--- config.mk ---
export PLATFORM = sky130hd
export DESIGN_NAME = blkpat_encoder
export DESIGN_NICKNAME = d
export VERILOG_FILES = /design/src/rtl/blkpat_pkg.sv /design/src/rtl/blkpat_field_map.sv /design/src/rtl/blkpat_grid_walker.sv /design/src/rtl/blkpat_encoder.sv
export SDC_FILE = /design/constraint.sdc
export NUM_CORES = 1
export LEC_CHECK = 0
export CORE_ASPECT_RATIO = 0.6
export CORE_MARGIN = 4
export CORE_UTILIZATION = 48
export DETAILED_ROUTE_END_ITERATION = 7
export HOLD_SLACK_MARGIN = 0.06
export PLACE_DENSITY = 0.83
export RECOVER_POWER = 100
export SLEW_MARGIN = 20
export SYNTH_ARGS = -nofsm -noshare
export SYNTH_HDL_FRONTEND = slang
export SYNTH_SLANG_ARGS = --single-unit
--- constraint.sdc ---
create_clock -name clk -period 4.2 [get_ports clk]
set_clock_uncertainty 0.05 [all_clocks]
set_input_delay 0.63 -clock clk [delete_from_list [all_inputs] [get_ports clk]]
set_output_delay 0.63 -clock clk [all_outputs]
set_load 0.1 [all_outputs]
--- src/rtl/blkpat_pkg.sv ---
package blkpat_pkg;

    typedef enum logic [1:0] {
        BPS6    = 2'd0,
        BPS7    = 2'd1,
        BPS8    = 2'd2,
        BPS_RSV = 2'd3
    } bps_mode_e;

    typedef enum logic [1:0] {
        SHP_SQUARE  = 2'd0,
        SHP_CIRCLE  = 2'd1,
        SHP_HEXAGON = 2'd2,
        SHP_STAR    = 2'd3
    } shape_e;

    typedef enum logic [2:0] {
        COL_BLACK   = 3'd0,
        COL_RED     = 3'd1,
        COL_GREEN   = 3'd2,
        COL_BLUE    = 3'd3,
        COL_YELLOW  = 3'd4,
        COL_MAGENTA = 3'd5,
        COL_CYAN    = 3'd6,
        COL_WHITE   = 3'd7
    } colour_e;

    typedef struct packed {
        logic       opaque;
        logic [1:0] size_code;
        shape_e     shape;
        colour_e    colour;
    } attr_t;

    // Edge length shrinks by 32 pixels per size step, starting at 128.
    function automatic logic [7:0] size_to_px(input logic [1:0] code);
        return 8'd128 - {1'b0, code, 5'b00000};
    endfunction

    function automatic logic [6:0] flag_to_alpha(input logic opaque);
        return opaque ? 7'd0 : 7'd50;
    endfunction

endpackage

--- src/rtl/blkpat_field_map.sv ---
module blkpat_field_map
    import blkpat_pkg::*;
(
    input  bps_mode_e  mode,
    input  logic [7:0] sym,
    output attr_t      attr
);

    always_comb begin
        case (mode)
            BPS6: begin
                attr.opaque    = sym[5];
                attr.size_code = sym[4:3];
                attr.shape     = shape_e'(sym[2:1]);
                attr.colour    = colour_e'({2'b00, sym[0]});
            end
            BPS7: begin
                attr.opaque    = sym[6];
                attr.size_code = sym[5:4];
                attr.shape     = shape_e'(sym[3:2]);
                attr.colour    = colour_e'({1'b0, sym[1:0]});
            end
            default: begin
                attr.opaque    = sym[7];
                attr.size_code = sym[6:5];
                attr.shape     = shape_e'(sym[4:3]);
                attr.colour    = colour_e'(sym[2:0]);
            end
        endcase
    end

endmodule

--- src/rtl/blkpat_grid_walker.sv ---
module blkpat_grid_walker #(
    parameter int MAX_H  = 64,
    parameter int MAX_V  = 64,
    parameter int FULL_H = 60,
    parameter int FULL_V = 32,
    parameter int REP_W  = 8,
    localparam int XW    = $clog2(MAX_H),
    localparam int YW    = $clog2(MAX_V),
    localparam int HCW   = $clog2(MAX_H + 1),
    localparam int VCW   = $clog2(MAX_V + 1)
) (
    input  logic             clk,
    input  logic             rst,
    input  logic             full,
    input  logic [HCW-1:0]   h_cnt,
    input  logic [VCW-1:0]   v_cnt,
    input  logic [REP_W-1:0] repeat_cnt,
    input  logic             fire,
    output logic             ready,
    output logic [XW-1:0]    x,
    output logic [YW-1:0]    y,
    output logic             last
);

    logic [HCW-1:0]   eff_h;
    logic [VCW-1:0]   eff_v;
    logic [REP_W-1:0] hold_q;
    logic             last_col;
    logic             last_row;

    always_comb begin
        if (full) begin
            eff_h = HCW'(FULL_H);
            eff_v = VCW'(FULL_V);
        end else begin
            if (h_cnt == '0)                 eff_h = HCW'(1);
            else if (h_cnt > HCW'(MAX_H))    eff_h = HCW'(MAX_H);
            else                             eff_h = h_cnt;
            if (v_cnt == '0)                 eff_v = VCW'(1);
            else if (v_cnt > VCW'(MAX_V))    eff_v = VCW'(MAX_V);
            else                             eff_v = v_cnt;
        end
    end

    // >= keeps the walk bounded if the grid shrinks mid-frame.
    assign last_col = HCW'(x) >= (eff_h - HCW'(1));
    assign last_row = VCW'(y) >= (eff_v - VCW'(1));
    assign last     = last_col && last_row;
    assign ready    = (hold_q == '0);

    always_ff @(posedge clk) begin
        if (rst) begin
            x      <= '0;
            y      <= '0;
            hold_q <= '0;
        end else if (fire) begin
            if (last_col) begin
                x <= '0;
                if (last_row) begin
                    y      <= '0;
                    hold_q <= repeat_cnt;
                end else begin
                    y <= y + 1'b1;
                end
            end else begin
                x <= x + 1'b1;
            end
        end else if (hold_q != '0) begin
            hold_q <= hold_q - REP_W'(1);
        end
    end

    a_r8_step_right: assert property (@(posedge clk) disable iff (rst)
        (fire && !last_col) |=> (x == XW'($past(x) + 1'b1)) && (y == $past(y)));

    a_r8_next_row: assert property (@(posedge clk) disable iff (rst)
        (fire && last_col && !last_row) |=> (x == '0) && (y == YW'($past(y) + 1'b1)));

    a_r9_wrap_origin: assert property (@(posedge clk) disable iff (rst)
        (fire && last) |=> (x == '0) && (y == '0));

    a_r10_hold_blocks: assert property (@(posedge clk) disable iff (rst)
        (fire && last && (repeat_cnt != '0)) |=> !ready);

    a_r10_hold_frozen: assert property (@(posedge clk) disable iff (rst)
        !ready |=> $stable(x) && $stable(y));

endmodule

--- src/rtl/blkpat_encoder.sv ---
module blkpat_encoder
    import blkpat_pkg::*;
#(
    parameter int MAX_H  = 64,
    parameter int MAX_V  = 64,
    parameter int FULL_H = 60,
    parameter int FULL_V = 32,
    parameter int REP_W  = 8
) (
    input  logic                         clk,
    input  logic                         rst,
    input  logic [1:0]                   cfg_mode,
    input  logic                         cfg_full,
    input  logic [$clog2(MAX_H+1)-1:0]   cfg_h_cnt,
    input  logic [$clog2(MAX_V+1)-1:0]   cfg_v_cnt,
    input  logic [REP_W-1:0]             cfg_repeat,
    input  logic                         in_valid,
    output logic                         in_ready,
    input  logic [7:0]                   in_sym,
    output logic                         out_valid,
    output logic [$clog2(MAX_H)-1:0]     out_x,
    output logic [$clog2(MAX_V)-1:0]     out_y,
    output logic                         out_opaque,
    output logic [6:0]                   out_alpha_pct,
    output logic [1:0]                   out_size_code,
    output logic [7:0]                   out_size_px,
    output logic [1:0]                   out_shape,
    output logic [2:0]                   out_colour,
    output logic                         frame_done
);

    localparam int XW = $clog2(MAX_H);
    localparam int YW = $clog2(MAX_V);

    attr_t         attr;
    logic          fire;
    logic          at_last;
    logic [XW-1:0] pos_x;
    logic [YW-1:0] pos_y;

    assign fire = in_valid && in_ready;

    blkpat_field_map u_map (
        .mode (bps_mode_e'(cfg_mode)),
        .sym  (in_sym),
        .attr (attr)
    );

    blkpat_grid_walker #(
        .MAX_H  (MAX_H),
        .MAX_V  (MAX_V),
        .FULL_H (FULL_H),
        .FULL_V (FULL_V),
        .REP_W  (REP_W)
    ) u_walk (
        .clk        (clk),
        .rst        (rst),
        .full       (cfg_full),
        .h_cnt      (cfg_h_cnt),
        .v_cnt      (cfg_v_cnt),
        .repeat_cnt (cfg_repeat),
        .fire       (fire),
        .ready      (in_ready),
        .x          (pos_x),
        .y          (pos_y),
        .last       (at_last)
    );

    always_ff @(posedge clk) begin
        if (rst) begin
            out_valid     <= 1'b0;
            frame_done    <= 1'b0;
            out_x         <= '0;
            out_y         <= '0;
            out_opaque    <= 1'b0;
            out_alpha_pct <= '0;
            out_size_code <= '0;
            out_size_px   <= '0;
            out_shape     <= '0;
            out_colour    <= '0;
        end else begin
            out_valid  <= fire;
            frame_done <= fire && at_last;
            if (fire) begin
                out_x         <= pos_x;
                out_y         <= pos_y;
                out_opaque    <= attr.opaque;
                out_alpha_pct <= flag_to_alpha(attr.opaque);
                out_size_code <= attr.size_code;
                out_size_px   <= size_to_px(attr.size_code);
                out_shape     <= attr.shape;
                out_colour    <= attr.colour;
            end
        end
    end

    a_r13_follows_fire: assert property (@(posedge clk) disable iff (rst)
        fire |=> out_valid);

    a_r13_no_spurious: assert property (@(posedge clk) disable iff (rst)
        !fire |=> !out_valid);

    a_r9_done_with_desc: assert property (@(posedge clk) disable iff (rst)
        frame_done |-> out_valid);

    a_r6_size_matches: assert property (@(posedge clk) disable iff (rst)
        out_valid |-> (out_size_px == 8'd128 - 8'(out_size_code) * 8'd32));

endmodule

Word level (Yosys, flattened, before mapping). Cells that the tools add are included.

$add $sub $neg: 6. Muxes and demuxes: 14. $lt $le $gt $ge: 4. Reductions and logical operators: 11. Equal/unequal tests: 3.

Operator list (count): 7-bit 2-to-1 mux (6); 8-bit 2-to-1 mux (4); 6-bit 2-to-1 mux (3); 8-bit one-hot mux with 2 select lines (1); 6-bit by 7-bit >= comparator with 1-bit output (2); 7-bit > comparator, second input constant (2); 7-bit logical NOT (2); 7-bit by 1-bit subtractor with 7-bit output, second input constant (2); 6-bit by 1-bit adder with 6-bit output, second input constant (2); 8-bit logical NOT (1); 8-bit nonzero test (1); 8-bit by 1-bit subtractor with 8-bit output, second input constant (1); 8-bit by 7-bit subtractor with 8-bit output, first input constant (1); 2-bit by 1-bit != test with 1-bit output, second input constant (2); 1-bit logical AND (3); 3-bit AND reduction (1); 2-bit by 1-bit equality test with 1-bit output, second input constant (1); 2-bit logical NOT (1); 2-bit AND reduction (1); 2-bit nonzero test (1).

Input port bits: 36. Flip-flop bits (word level): 57.

Logic depth before layout (Yosys ltp).
Depth in word-level cells: 9. Depth in mapped cells: 16. Gate-level depth less buffers: 16.

Cells and area by module. A second synthesis with hierarchy kept.

Cells, all modules: 362. Area total of the unflattened synthesis: 3118.0 µm².

By module, submodules not included: blkpat_grid_walker (cells an instance 215, times used 1, area each 1710.4 µm², seq. area each 400.4 µm²); blkpat_encoder (cells an instance 127, times used 1, area each 1273.7 µm², seq. area each 500.5 µm²); blkpat_field_map (cells an instance 20, times used 1, area each 133.9 µm², seq. area each 0.0 µm²).

Least setup slack after synthesis. OpenSTA, ideal clock, no wires.

Path kind: input port to flip-flop. Start point: input cfg_h_cnt[3]. End point: register u_walk.x[4]. Setup time: 0.074 ns. Cell stages on the path: 16. Required time: 4.076 ns. Slack: 0.801 ns. Arrival: 3.275 ns. Buffers on the path: 0. Path through: nor3_1 nand2b_1 o21bai_1 nand2_1 ha_1 nand3_1 o21ai_0 a21oi_1 nor2_1 ha_1 a21o_1 a21oi_1 o21ai_1 and2_1 or4_1 a31oi_1.

Word-level cells in the longest chain between the ends: 7. Elaborated cells between the ends (all ways): 8.

Ends and longest elaborated chain: from (decl) (RTL line blkpat_encoder.sv:14) `input logic [$clog2(MAX_H+1)-1:0] cfg_h_cnt,`; 7-bit > comparator (RTL line blkpat_grid_walker.sv:37) `else if (h_cnt > HCW'(MAX_H)) eff_h = HCW'(MAX_H);`; 7-bit 2-to-1 mux (RTL line blkpat_grid_walker.sv:37); 7-bit 2-to-1 mux * (RTL line blkpat_grid_walker.sv:36) `if (h_cnt == '0) eff_h = HCW'(1);`; 7-bit 2-to-1 mux * (RTL line blkpat_grid_walker.sv:32) `if (full) begin`; 7-bit by 1-bit subtractor with 7-bit output * (RTL line blkpat_grid_walker.sv:46) `assign last_col = HCW'(x) >= (eff_h - HCW'(1));`; 6-bit by 7-bit >= comparator with 1-bit output * (RTL line blkpat_grid_walker.sv:46); 6-bit 2-to-1 mux * (RTL line blkpat_grid_walker.sv:57) `if (last_col) begin`; to (signal assigned) (RTL line blkpat_grid_walker.sv:66) `x <= x + 1'b1;`; to (decl) (RTL line blkpat_grid_walker.sv:20) `output logic [XW-1:0] x,`.

Mark *: on every way between the ends. The rest lies on a longest branch, timed or not. A chain may end at the register's enable or synchronous reset.

Worst setup path in the final report. Ends and elaborated chain as after synthesis.

==> results.py <==
metrics = {
    "timing": {
        "max_slew.worst_pin.slew_ps": 1010,
        "fin_crit_sh_pct": 93.2,
        "tns_ps": 0,
        "slew_violations": 0,
        "slew-limit-headroom_pct": 32.6,
        "hold_viol_final": 0,
        "max_freq_ghz": 0.255,
        "setup_violations": 0,
        "period_minus_slack_ps": 3920,
        "rsz0062_at_grt": "no",
    },
    "routing": {
        "wl_um": 6480,
        "dr.pass1.iters": 5,
        "drt_iter0_markers": 163,
        "wl_per_cell_um": 14.3,
        "drtAntennaViolNets": 0,
        "drc": 0,
        "vias": 2434,
        "via_per_inst": 5.36,
    },
    "clock_network": {
        "path_clk_slew_ps": 90,
        "clock_sinks": 45,
        "cts_tree": "yes",
        "cts_setup_buffers": 0,
        "cts_buffers": 5,
        "root_buffer": "clkbuf_8",
        "htreeDepth": 2,
        "clockBufferDepth": 2,
        "clk_latency_ps": 300,
    },
    "logic_synthesis": {
        "ys_seq_area_share_pct": 34.6,
        "yosysWarningCount": 0,
        "yosys.area.top_type": "dfxtp_1",
        "netlist_area_um2": 2600,
        "synth_cells": 330,
        "ys_ff_latch": 45,
        "syn_area_per_cell_um2": 7.89,
        "yosysTopAreaCellShare_pct": 34.6,
        "synth_cell_types": 50,
        "async_flop_share_pct": 0,
        "synthFlopType": "dfxtp_1",
        "synthTopCellsByArea": "dfxtp_1 (35%), ha_1 (8.6%), nand2_1 (8.1%), a21oi_1 (7.5%), xor2_1 (3.7%)",
        "synth-edff-count": 0,
    },
    "floorplan": {
        "core_um2": 5150,
        "rows": 20,
        "die_h_um": 65.1,
        "io_pins": 74,
        "dieArea_um2": 6710,
        "initial_utilization_pct": 50.5,
        "die_w_um": 103,
    },
    "power": {
        "power.density_nw_per_um2": 473,
        "peakVddDrop_uv": 255,
        "p_leak_nw": 1.37,
        "finalPower_mw": 1.57,
    },
    "worst_setup_path": {
        "crit_path_max_fanout": 5,
        "start_kind": "primary input",
        "required_ps": 4370,
        "worstPathArrival_ps": 4090,
        "critPathKind": "primary input to flip-flop",
        "end_kind": "flip-flop",
    },
    "layout": {
        "antenna_cells": 0,
        "nNetsFinal": 441,
        "fillerInstances": 461,
        "area_delta_synth_final_pct": 27.9,
        "drive_gt1_share_pct": 5.67,
    },
    "run_status": {
        "status": "finished clean",
    },
    "min_path": {
        "hold_path_class": "flip-flop to flip-flop",
    },
    "global_routing": {
        "grt_use_total_pct": 19.7,
        "grt_max_degree": 49,
        "grt_pass1_wl_um": 10700,
        "grt.overflow.total": 0,
        "grt_pass1_vias": 2348,
        "antenna_found_initial": 0,
    },
    "placed_design": {
        "io_buffers": 64,
        "hpwl_um": 4720,
        "gp_congestion": 0.937,
    },
    "flow_run": {
        "drv_cap": 0,
    },
}
## layout by cell type (no fill, tap or decap), types with 4 or more instances in the layout
master / instances
nand2_1: 56
dfxtp_1: 45
a21oi_1: 39
clkdlybuf4s50_1: 34
dlygate4sd3_1: 30
nor2_1: 25
ha_1: 18
o21ai_0: 14
xor2_1: 11
nand3_1: 11
nor3_1: 10
conb_1: 9
inv_1: 7
mux2i_1: 6
clkbuf_8: 5
nor3b_1: 4
nand2b_1: 4
a2111oi_0: 4
buf_4: 4
## critical path, stage by stage
cell and delay, ps:
clkdlybuf4s50_1 480, nor3_2 280, nand2b_1 120, o21bai_1 200
nand2_1 120, ha_1 270, nand3_1 90, o21ai_0 90
a21oi_1 150, nor2_1 50, ha_1 290, a21o_1 150
a21oi_1 160, o21ai_2 110, and2_1 210, or4_1 500
a31oi_1 180
## routing by layer
metal | global-route usage, % | wire, um | vias up
li1 | - | - | 1238
met1 | 27.7 | 3090 | 1112
met2 | 29.9 | 2850 | 79
met3 | 5.91 | 504 | 5
met4 | 3.88 | 29 | 0
met5 | 0 | 0 | -
## final cells by class
| cell class | count | area [um^2] | share of cell area (%) |
|---|---|---|---|
| Tap cell | 66 | 82.6 | 2.48 |
| Clock inverter | 2 | 15.0 | 0.451 |
| Multi-Input combinational cell | 258 | 1550 | 46.7 |
| Timing Repair Buffer | 70 | 678 | 20.4 |
| Sequential cell | 45 | 901 | 27.1 |
| Inverter | 7 | 26.3 | 0.789 |
| Clock buffer | 6 | 72.6 | 2.18 |
## synth_stat cells, types with 2 or more instances
library cell and count:
nand3_1 11, or3_1 2, mux2i_1 6, o211ai_1 2, xor2_1 11, nand2_2 2, a21o_1 3, clkbuf_1 10
buf_4 12, nor3b_1 4, buf_2 2, nand2_1 56, dfxtp_1 45, xnor2_1 3, or4_1 3, a31oi_1 2
nand4_1 3, nor3_1 11, nand2b_1 4, and2_1 3, nor2b_1 3, nor2_1 25, o21ai_0 14, a21oi_1 39
buf_1 2, and3_1 3, ha_1 18, inv_1 6, a2111oi_0 4
## repair_timing
item	4_1_cts	5_1_grt
endpoints found under the hold margin	0	0
hold buffers	0	0
gates resized for setup	0	2
endpoints found under the setup margin	0	6
## path summary, 6_finish.rpt
| kind | cells past startpoint | startpoint | to | slack, ps |
|---|---|---|---|---|
| setup reg to reg | 8 | u_walk.hold_q[0]$_SDFFE_PP0P_ | u_walk.x[4]$_SDFFE_PP0P_ | 1610 |
| setup / recovery | 17 | cfg_h_cnt[3] | u_walk.x[4]$_SDFFE_PP0P_ | 280 |
| hold / removal | 2 | out_x[2]$_SDFFE_PP0P_ | out_x[2]$_SDFFE_PP0P_ | 400 |
| hold reg to reg | 2 | out_x[2]$_SDFFE_PP0P_ | out_x[2]$_SDFFE_PP0P_ | 400 |
## through the flow
stage | instance area (um^2) | cells | hold slack [ps] | setup slack (ps) | utilization, %
after floorplan | 2630 | 338 | 411 | 801 | -
final | 3330 | 454 | 403 | 284 | 64.6
after CTS | 3330 | 454 | 409 | 201 | 64.6
after global routing | 3330 | 454 | 437 | 81.1 | 64.6
after detailed placement | 3240 | 446 | 396 | -64.5 | 62.9
after global placement | 3240 | 446 | 391 | 150 | 62.9
## logic make-up after synthesis
group | synth area share (%)
and+or+nand+nor | 25.8
AOI/OAI and AO/OA | 16.6
DFF | 34.6
buffers and inverters | 7.21
adders and majority gates | 8.65
xor gates and xnor gates | 4.71
muxes | 2.31
other | 0.144
## state kept, by name (all words and copies together), names as in the netlist, 2 cells and up
name and count:
u_walk.hold_q 8, out_x 6, out_y 6, u_walk.x 6, u_walk.y 6, out_colour 3, out_shape 2, out_size_code 2
out_size_px 2
## where the power goes
part,switching [mW],internal [mW],total [mW]
Sequential,0.0499,0.485,0.534
Clock,0.146,0.117,0.263
Combinational,0.545,0.231,0.776
(Power assumes the default switching activity.)
